File: src/rtl/nbt_sram_pkg.sv
package nbt_sram_pkg;

  typedef enum logic [1:0] {
    OP_IDLE  = 2'd0,
    OP_READ  = 2'd1,
    OP_WRITE = 2'd2
  } op_e;

  // Operation selected on a load cycle from the three selects and write enable.
  function automatic op_e load_op(input logic sa_n, input logic sb,
                                  input logic sc_n, input logic w_n);
    if (sa_n || !sb || sc_n) return OP_IDLE;
    return w_n ? OP_READ : OP_WRITE;
  endfunction

endpackage

File: src/rtl/nbt_cmd_pipe.sv
module nbt_cmd_pipe
  import nbt_sram_pkg::*;
#(
  parameter int AW    = 6,
  parameter int LANES = 4
) (
  input  logic             clk,
  input  logic             rst_n,
  input  logic             clk_en_n,
  input  logic             sel_a_n,
  input  logic             sel_b,
  input  logic             sel_c_n,
  input  logic             we_n,
  input  logic             load_n,
  input  logic [AW-1:0]    addr,
  input  logic [LANES-1:0] lane_wr_n,
  output op_e              s1_op,
  output logic [AW-1:0]    s1_addr,
  output logic [LANES-1:0] s1_be,
  output op_e              s2_op,
  output logic [AW-1:0]    s2_addr,
  output logic [LANES-1:0] s2_be
);

  op_e burst_op;
  op_e cur_op;
  logic step;

  assign step   = !clk_en_n;
  assign cur_op = load_n ? burst_op : load_op(sel_a_n, sel_b, sel_c_n, we_n);

  always_ff @(posedge clk or negedge rst_n) begin
    if (!rst_n) begin
      s1_op    <= OP_IDLE;
      s2_op    <= OP_IDLE;
      s1_addr  <= '0;
      s2_addr  <= '0;
      s1_be    <= '0;
      s2_be    <= '0;
      burst_op <= OP_IDLE;
    end else if (step) begin
      s1_op   <= cur_op;
      s1_addr <= addr;
      s1_be   <= ~lane_wr_n;
      s2_op   <= s1_op;
      s2_addr <= s1_addr;
      s2_be   <= s1_be;
      if (!load_n) burst_op <= cur_op;
    end
  end

  AST_STALL_FREEZE: assert property (@(posedge clk) disable iff (!rst_n)
    clk_en_n |=> ($stable(s1_op) && $stable(s1_addr) && $stable(s2_op) && $stable(s2_be)))
    else $error("stall changed pipeline state");

  AST_DESELECT_IDLE: assert property (@(posedge clk) disable iff (!rst_n)
    (!clk_en_n && !load_n && (sel_a_n || !sel_b || sel_c_n)) |=> (s1_op == OP_IDLE))
    else $error("deselect entered pipeline as access");

  AST_STAGE_SHIFT: assert property (@(posedge clk) disable iff (!rst_n)
    !clk_en_n |=> (s2_op == $past(s1_op)))
    else $error("stage two did not follow stage one");

endmodule

File: src/rtl/nbt_array.sv
module nbt_array #(
  parameter int AW    = 6,
  parameter int LANES = 4,
  parameter int LW    = 9,
  localparam int DEPTH = 1 << AW,
  localparam int DW    = LANES * LW
) (
  input  logic             clk,
  input  logic             wr_en,
  input  logic [AW-1:0]    wr_addr,
  input  logic [LANES-1:0] wr_be,
  input  logic [DW-1:0]    wr_data,
  input  logic [AW-1:0]    rd_addr,
  output logic [DW-1:0]    rd_data
);

  for (genvar g = 0; g < LANES; g++) begin : g_lane
    logic [LW-1:0] mem [DEPTH];
    always_ff @(posedge clk) begin
      if (wr_en && wr_be[g]) mem[wr_addr] <= wr_data[g*LW +: LW];
    end
    assign rd_data[g*LW +: LW] = mem[rd_addr];
  end

  always_ff @(posedge clk) begin
    if (wr_en) begin
      AST_WR_HAS_LANE: assert (wr_be != '0) else $error("write with no lane");
    end
  end

endmodule

File: src/rtl/nbt_read_path.sv
module nbt_read_path
  import nbt_sram_pkg::*;
#(
  parameter int AW    = 6,
  parameter int LANES = 4,
  parameter int LW    = 9,
  localparam int DW   = LANES * LW
) (
  input  logic             clk,
  input  logic             rst_n,
  input  logic             clk_en_n,
  input  logic             flow_thru,
  input  logic             oe_n,
  input  op_e              s1_op,
  input  logic [AW-1:0]    s1_addr,
  input  op_e              s2_op,
  input  logic [AW-1:0]    s2_addr,
  input  logic [LANES-1:0] s2_be,
  input  logic [DW-1:0]    din,
  input  logic [DW-1:0]    arr_data,
  output logic [DW-1:0]    dout,
  output logic             dout_valid
);

  function automatic logic [DW-1:0] merge_lanes(input logic [DW-1:0] base,
                                                input logic [DW-1:0] upd,
                                                input logic [LANES-1:0] be);
    logic [DW-1:0] r;
    r = base;
    for (int i = 0; i < LANES; i++)
      if (be[i]) r[i*LW +: LW] = upd[i*LW +: LW];
    return r;
  endfunction

  logic          fwd_hit;
  logic [DW-1:0] fwd_data;
  logic [DW-1:0] out_q;
  logic          out_vq;
  logic          slot_read;
  logic [DW-1:0] slot_data;

  // A write in stage two commits on the same edge that loads the output register.
  assign fwd_hit  = !flow_thru && (s2_op == OP_WRITE) && (s2_addr == s1_addr);
  assign fwd_data = fwd_hit ? merge_lanes(arr_data, din, s2_be) : arr_data;

  always_ff @(posedge clk or negedge rst_n) begin
    if (!rst_n) begin
      out_q  <= '0;
      out_vq <= 1'b0;
    end else if (!clk_en_n) begin
      out_q  <= fwd_data;
      out_vq <= (s1_op == OP_READ);
    end
  end

  assign slot_read  = flow_thru ? (s1_op == OP_READ) : out_vq;
  assign slot_data  = flow_thru ? arr_data : out_q;
  assign dout_valid = slot_read && !oe_n;
  assign dout       = dout_valid ? slot_data : '0;

  AST_PIPE_READ_LAT: assert property (@(posedge clk) disable iff (!rst_n)
    (!clk_en_n && !flow_thru && s1_op == OP_READ) |=> (dout_valid || oe_n))
    else $error("pipelined read data missing");

  AST_WRITE_QUIET: assert property (@(posedge clk) disable iff (!rst_n)
    ((!flow_thru && s2_op == OP_WRITE) || (flow_thru && s1_op == OP_WRITE)) |-> !dout_valid)
    else $error("output valid during write slot");

endmodule

File: src/rtl/nbt_sram.sv
module nbt_sram
  import nbt_sram_pkg::*;
#(
  parameter int AW    = 6,
  parameter int LANES = 4,
  parameter int LW    = 9,
  localparam int DW   = LANES * LW
) (
  input  logic             clk,
  input  logic             rst_n,
  input  logic             flow_thru,
  input  logic             clk_en_n,
  input  logic             sel_a_n,
  input  logic             sel_b,
  input  logic             sel_c_n,
  input  logic             we_n,
  input  logic             load_n,
  input  logic [AW-1:0]    addr,
  input  logic [LANES-1:0] lane_wr_n,
  input  logic             oe_n,
  input  logic [DW-1:0]    din,
  output logic [DW-1:0]    dout,
  output logic             dout_valid
);

  op_e              s1_op, s2_op;
  logic [AW-1:0]    s1_addr, s2_addr;
  logic [LANES-1:0] s1_be, s2_be;
  logic             commit_wr;
  logic [AW-1:0]    commit_addr;
  logic [LANES-1:0] commit_be;
  logic [DW-1:0]    arr_data;

  nbt_cmd_pipe #(.AW(AW), .LANES(LANES)) u_cmd (
    .clk(clk), .rst_n(rst_n), .clk_en_n(clk_en_n),
    .sel_a_n(sel_a_n), .sel_b(sel_b), .sel_c_n(sel_c_n),
    .we_n(we_n), .load_n(load_n), .addr(addr), .lane_wr_n(lane_wr_n),
    .s1_op(s1_op), .s1_addr(s1_addr), .s1_be(s1_be),
    .s2_op(s2_op), .s2_addr(s2_addr), .s2_be(s2_be)
  );

  // Single late write takes stage one, double late write takes stage two.
  assign commit_addr = flow_thru ? s1_addr : s2_addr;
  assign commit_be   = flow_thru ? s1_be : s2_be;
  assign commit_wr   = !clk_en_n && (commit_be != '0) &&
                       ((flow_thru ? s1_op : s2_op) == OP_WRITE);

  nbt_array #(.AW(AW), .LANES(LANES), .LW(LW)) u_array (
    .clk(clk), .wr_en(commit_wr), .wr_addr(commit_addr), .wr_be(commit_be),
    .wr_data(din), .rd_addr(s1_addr), .rd_data(arr_data)
  );

  nbt_read_path #(.AW(AW), .LANES(LANES), .LW(LW)) u_rd (
    .clk(clk), .rst_n(rst_n), .clk_en_n(clk_en_n), .flow_thru(flow_thru),
    .oe_n(oe_n), .s1_op(s1_op), .s1_addr(s1_addr), .s2_op(s2_op),
    .s2_addr(s2_addr), .s2_be(s2_be), .din(din), .arr_data(arr_data),
    .dout(dout), .dout_valid(dout_valid)
  );

  AST_FLOW_READ_NOW: assert property (@(posedge clk) disable iff (!rst_n)
    (flow_thru && s1_op == OP_READ && !oe_n) |-> dout_valid)
    else $error("flow-through read not presented");

  AST_QUIET_ZERO: assert property (@(posedge clk) disable iff (!rst_n)
    !dout_valid |-> (dout == '0))
    else $error("output bus not quiet");

endmodule

File: config.mk
export PLATFORM = sky130hd
export DESIGN_NAME = nbt_sram
export DESIGN_NICKNAME = d
export VERILOG_FILES = /design/src/rtl/nbt_sram_pkg.sv /design/src/rtl/nbt_cmd_pipe.sv /design/src/rtl/nbt_array.sv /design/src/rtl/nbt_read_path.sv /design/src/rtl/nbt_sram.sv
export SDC_FILE = /design/constraint.sdc
export NUM_CORES = 2
export LEC_CHECK = 0
export BUFFER_PORTS_ARGS = -buffer_cell sky130_fd_sc_hd__buf_4
export CAP_MARGIN = 20
export CORE_ASPECT_RATIO = 1.2
export CORE_MARGIN = 3
export CORE_UTILIZATION = 42
export DETAILED_ROUTE_END_ITERATION = 10
export GPL_TIMING_DRIVEN = 0
export MAX_ROUTING_LAYER = met4
export PLACE_DENSITY_LB_ADDON = 0.3
export SYNTH_ARGS = -nofsm -noshare
export SYNTH_HDL_FRONTEND = slang
export SYNTH_HIERARCHICAL = 1
export SYNTH_SLANG_ARGS = --single-unit
File: constraint.sdc
create_clock -name clk -period 3.25 [get_ports clk]
set_clock_uncertainty 0.2 [all_clocks]
set_input_delay 0.1625 -clock clk [delete_from_list [all_inputs] [get_ports clk]]
set_output_delay 0.1625 -clock clk [all_outputs]
set_load 0.02 [all_outputs]
# After elaboration in Yosys (flattened, before gate mapping)
# Memory sizes are Yosys's and may differ from the RTL's.
# Cells that the tools add are included.
# word_totals
in_bits,56
out_inout_bits,37
memories,4
ramBits,2304
regBits,63
word_cells,61
# memory_table
name,words,word_bits,rd,rd_clocked_by_memory_dff,wr,line_no,rtl
u_array.g_lane[0].mem,64,9,1,0,1,nbt_array.sv:18,logic [LW-1:0] mem [DEPTH];
u_array.g_lane[1].mem,64,9,1,0,1,nbt_array.sv:18,
u_array.g_lane[2].mem,64,9,1,0,1,nbt_array.sv:18,
u_array.g_lane[3].mem,64,9,1,0,1,nbt_array.sv:18,
# op_classes
mux,24
bitwise_logic,3
n_eq_ne,4
n_reduce_logical,17
# op_table
op,n
$mux W36,3
$mux W9,4
$mux W1,10
$mux W2,5
$logic_and A1 B1 Y1,9
$eq A6 B6 Y1,1
$mux W6,1
$eq A2 B2 Y1 const B,2
$logic_not A1 Y1,4
$mux W4,1
$not A4 Y4,1
$reduce_bool A4 Y1,1
$eq A2 B1 Y1 const B,1
$logic_or A1 B1 Y1,2
$not A1 Y1,2
$reduce_and A2 Y1,1

# Logic depth before layout (Yosys ltp)
# depth
ltp_word,7
depth_mapped,13
ltp_nobuf,8

# Hierarchy
# The synthesis kept the hierarchy.
# by_module_without_submodules
mod,area_each_um2,instances,cells_each
nbt_array,88312.2,1,4030
nbt_read_path,2875.3,1,342
nbt_cmd_pipe,1071.0,1,71
nbt_sram,161.4,1,16

# Worst setup path after synthesis
# No wires, ideal clock.
# synth_timing
path_kind,flip-flop to output port
start,reg u_cmd.s1_addr[0]
end,out dout[32]
n_path_buf,6
path_slack_ns,0.509
arrival_ns,2.378
stages_incl_launch_ff,13
t_required_ns,2.887
path_cell_list,dfrtp_1 -> buf_2 -> buf_6 -> buf_4 -> buf_4 -> buf_4 -> nand2_1 -> clkbuf_1 -> o221ai_1 -> a21oi_1 -> o22a_1 -> mux2i_1 -> nor2_1
# synth_between
elab_chain_cells,3
# synth_lines
item,line_no,rtl
start: declaration,nbt_cmd_pipe.sv:18,"output logic [AW-1:0] s1_addr,"
start signal: assignment,nbt_cmd_pipe.sv:43,s1_addr <= addr;
$mem_v2 Z64 W9,n/a,
net arr_data[32],nbt_sram.sv:32,logic [DW-1:0] arr_data;
$mux W36,nbt_read_path.sv:57,assign slot_data = flow_thru ? arr_data : out_q;
$mux W36,nbt_read_path.sv:59,assign dout = dout_valid ? slot_data : '0;
end: declaration,nbt_sram.sv:22,"output logic [DW-1:0] dout,"
# The timed path passes the listed nets, and every way through them passes these cells.

# Final worst setup path
# layout_timing
start,reg u_cmd.s1_addr[2]
end,out dout[20]
# Same word-level chain as after synthesis.

==> qor.csv <==
metric,value,unit
cts_tree,built,
nets,5147,
ant_nets,0,
clock_power_share,37.9,%
grt_pass1_wl,433000,um
path_clk_slew,0.06,ns
fillers,16800,
synthFlopType,edfxtp_1,
clk_path_buf_depth,3,
synth_cells,4459,
pwr-share-comb,13.7,%
finalHoldViolCount,0,
slew_viol_final,0,
violations,negative setup slack,
avgRoutedWirePerCell,40.4,um
m1WireLength,110000,um
vdd_drop_max,0.000666,V
power.total,69.8,mW
netSwitchingPower,17.7,mW
syn_area,0.0924,mm2
drt_iter0_drc,8314,
finalWirelength,329000,um
synthTopCellsByCount,"edfxtp_1 (2304), mux4_2 (564), nor2_1 (334)",
wl_met2,153000,um
synth.top_cell.area_share,74.9,%
die_h,520,um
cts_buffers,229,
gp_congestion,1.05,
synthTopCellsByArea,"edfxtp_1 (75%), mux4_2 (14%), dfrtp_1 (1.7%)",
grt_max_degree,66,
routed.top_layer,met4,
start_util,42.2,%
yosys_warnings,6,
required,2.89,ns
worstSetupPathType,reg -> out,
dieArea,0.226,mm2
fin_ws,-1.37,ns
synthToLayoutAreaGrowth,22.9,%
cp_max_fo,10,
cp_slowest_stage_delay,0.71,ns
grt_pass1_vias,49800,
path_cells,"buf_6, buf_12, nor2_1, nand2_4, clkbuf_4, buf_8, o22ai_2, nor4_4, o22a_1, mux2i_1, nor2_2, buf_6",
crit_path_frequent_cell,buf_6,
post-route-util,51.9,%
power_density,614,mW/mm2
syn_nets,4515,
routed_via_density,6.48,
synth-edff-count,2304,
overflow,0,
p_int,52.0,mW
ys_ff_latch,2367,
cpMaxStageDelayCell,nor4_4,
swShare,25.4,%
synth_area_per_cell,20.7,um2
yosysMostFrequentCell,edfxtp_1,
min_period,4.62,ns
yosysTopAreaCell,edfxtp_1,
relSlewSlack,15.3,%
worst_slew_pin_slew,1.27,ns
critPathLaunchType,flip-flop,
layout-drive-gt1-share,39.3,%
cts_sinks,2367,
dr_total_vias,52800,
grt_use_total,29.6,%
cp-end-kind,primary output,
port_buffers,92,
whs,0.124,ns
fmax,216,MHz
antenna_found_initial,19,
period_share,142,%
total_leakage_power,35.8,nW
rsz0062_at_grt,true,
seq_power_share,48.4,%
route.detailed.drc,0,
setup_viol,599,
status,"complete, but fails checks",
ys_types,53,
synth_seq_area_share,76.6,%
h-tree-depth,4,
dp_hpwl,217000,um
clock_latency,0.89,ns
maxCapViolCount,0,
drt-pass1-iter-count,6,
async_reset_ff_share,2.66,%
io_pins,93,
cts_root_buf,clkbuf_16,
arrival,4.26,ns
min_path_type,in -> reg,
die_w,434,um
rows,188,
met3_length,36800,um
core_area,0.219,mm2
worst paths after layout:
check                                  from  slack (ns)  cells past startpoint                     endpoint
min                               flow_thru        0.12                      6               u_rd/out_q[20]
max                        u_cmd/s1_addr[2]       -1.37                     12                     dout[20]
max reg2reg                u_cmd/s1_addr[3]       -0.28                      5  u_array/g_lane[3].mem[4][5]
min in group asynchronous             rst_n        0.17                      4               u_cmd/s1_op[1]
max in group asynchronous             rst_n        2.31                      4               u_rd/out_q[19]
min reg2reg                  u_rd/out_q[26]        0.34                      2               u_rd/out_q[26]
power groups by stage:
stage | logic [mW] | clock network (mW) | registers, mW
global placement | 7.00 | 0 | 34.4
detailed placement | 7.18 | 0 | 34.4
global route | 9.55 | 27.9 | 33.8
CTS | 8.57 | 26.7 | 33.8
finish | 9.53 | 26.5 | 33.8
floorplan | 3.51 | 0 | 34.3
repair_timing:
item | in CTS | in global routing
pin swaps | 44 | 78
hold endpoints to repair | 2429 | 0
gates resized for setup | 801 | 652
hold buffers | 84 | 0
endpoints found under the setup margin | 2375 | 2374
cloned | 3 | 4
buffers inserted | 73 | 83
sequential cells by signal, summed over array words and instances, names as in the netlist:
| name | count |
|---|---|
| u_cmd/s1_op | 2 |
| u_cmd/s1_be | 4 |
| u_rd/out_q | 36 |
| u_cmd/s2_addr | 6 |
| u_cmd/s2_be | 4 |
| u_cmd/s1_addr | 6 |
| u_array/g_lane.mem | 2304 |
| u_cmd/burst_op | 2 |
| u_cmd/s2_op | 2 |
| u_rd/out_vq | 1 |
cell type report:
class / instances / area (um2) / share of cell area, %
well taps: 2850 / 3570 / 3.14
clock buffers: 291 / 6110 / 5.38
inverters: 39 / 146 / 0.129
plain buffers: 266 / 3020 / 2.66
diodes: 15 / 37.5 / 0.0330
multi-input cells: 1772 / 24100 / 21.2
repair buffers: 416 / 4580 / 4.03
clock inverters: 141 / 1310 / 1.16
flip-flops and latches: 2367 / 70800 / 62.3
critical path, delay by kind of cell, from the launching register on:
kind / cells / cell delay, ns
and+or+nand+nor: 4 / 1.29
buffers and inverters: 5 / 1.04
AOI/OAI and AO/OA: 2 / 0.46
DFF: 1 / 0.45
muxes: 1 / 0.11
placed cells by master (no fill, tap or decap), drive strengths merged, types with 21 or more instances in the layout:
cell and n:
edfxtp 2304, mux4 564, buf 466, clkbuf 423, nor2 336, o22ai 155
nand2 128, mux2i 121, clkinv 109, dlygate4sd3 83, a21oi 71, dfrtp 63
mux2 53, nor2b 52, inv 47, a31o 36, a41oi 36, o21ai 31
nor4 27, nor3 22, a221oi 21
metal layers:
| metal | vias up | GRT usage [%] |
|---|---|---|
| li1 | 19900 | - |
| met1 | 28000 | 35.7 |
| met2 | 3883 | 44.5 |
| met3 | 1099 | 6.90 |
| met4 | 0 | 19.8 |
| met5 | - | - |
kinds of logic after synthesis:
family / count (synthesis) / share of synthesized area [%]
flip-flops: 2367 / 76.6
buffers and inverters: 320 / 1.59
AO/OA/AOI/OAI: 420 / 3.13
multiplexers: 738 / 15.8
AND/OR/NAND/NOR: 608 / 2.90
XOR/XNOR: 6 / 0.0569
metrics by stage:
| stage | cell area, um2 | setup WS [ns] | cells | TNS [ns] |
|---|---|---|---|---|
| 2_1_floorplan | 92400 | 0.509 | 4459 | 0 |
| 3_3_place_gp | 96700 | -3.26 | 7401 | -2639.53 |
| 3_5_place_dp | 97400 | -2.86 | 7453 | -1834.73 |
| 4_1_cts | 110000 | -1.29 | 8039 | -1904.71 |
| 5_1_grt | 114000 | -1.37 | 8154 | -75.53 |
| 6_report | 114000 | -1.37 | 8157 | -84.88 |
Power figures use the tool's default switching activity.
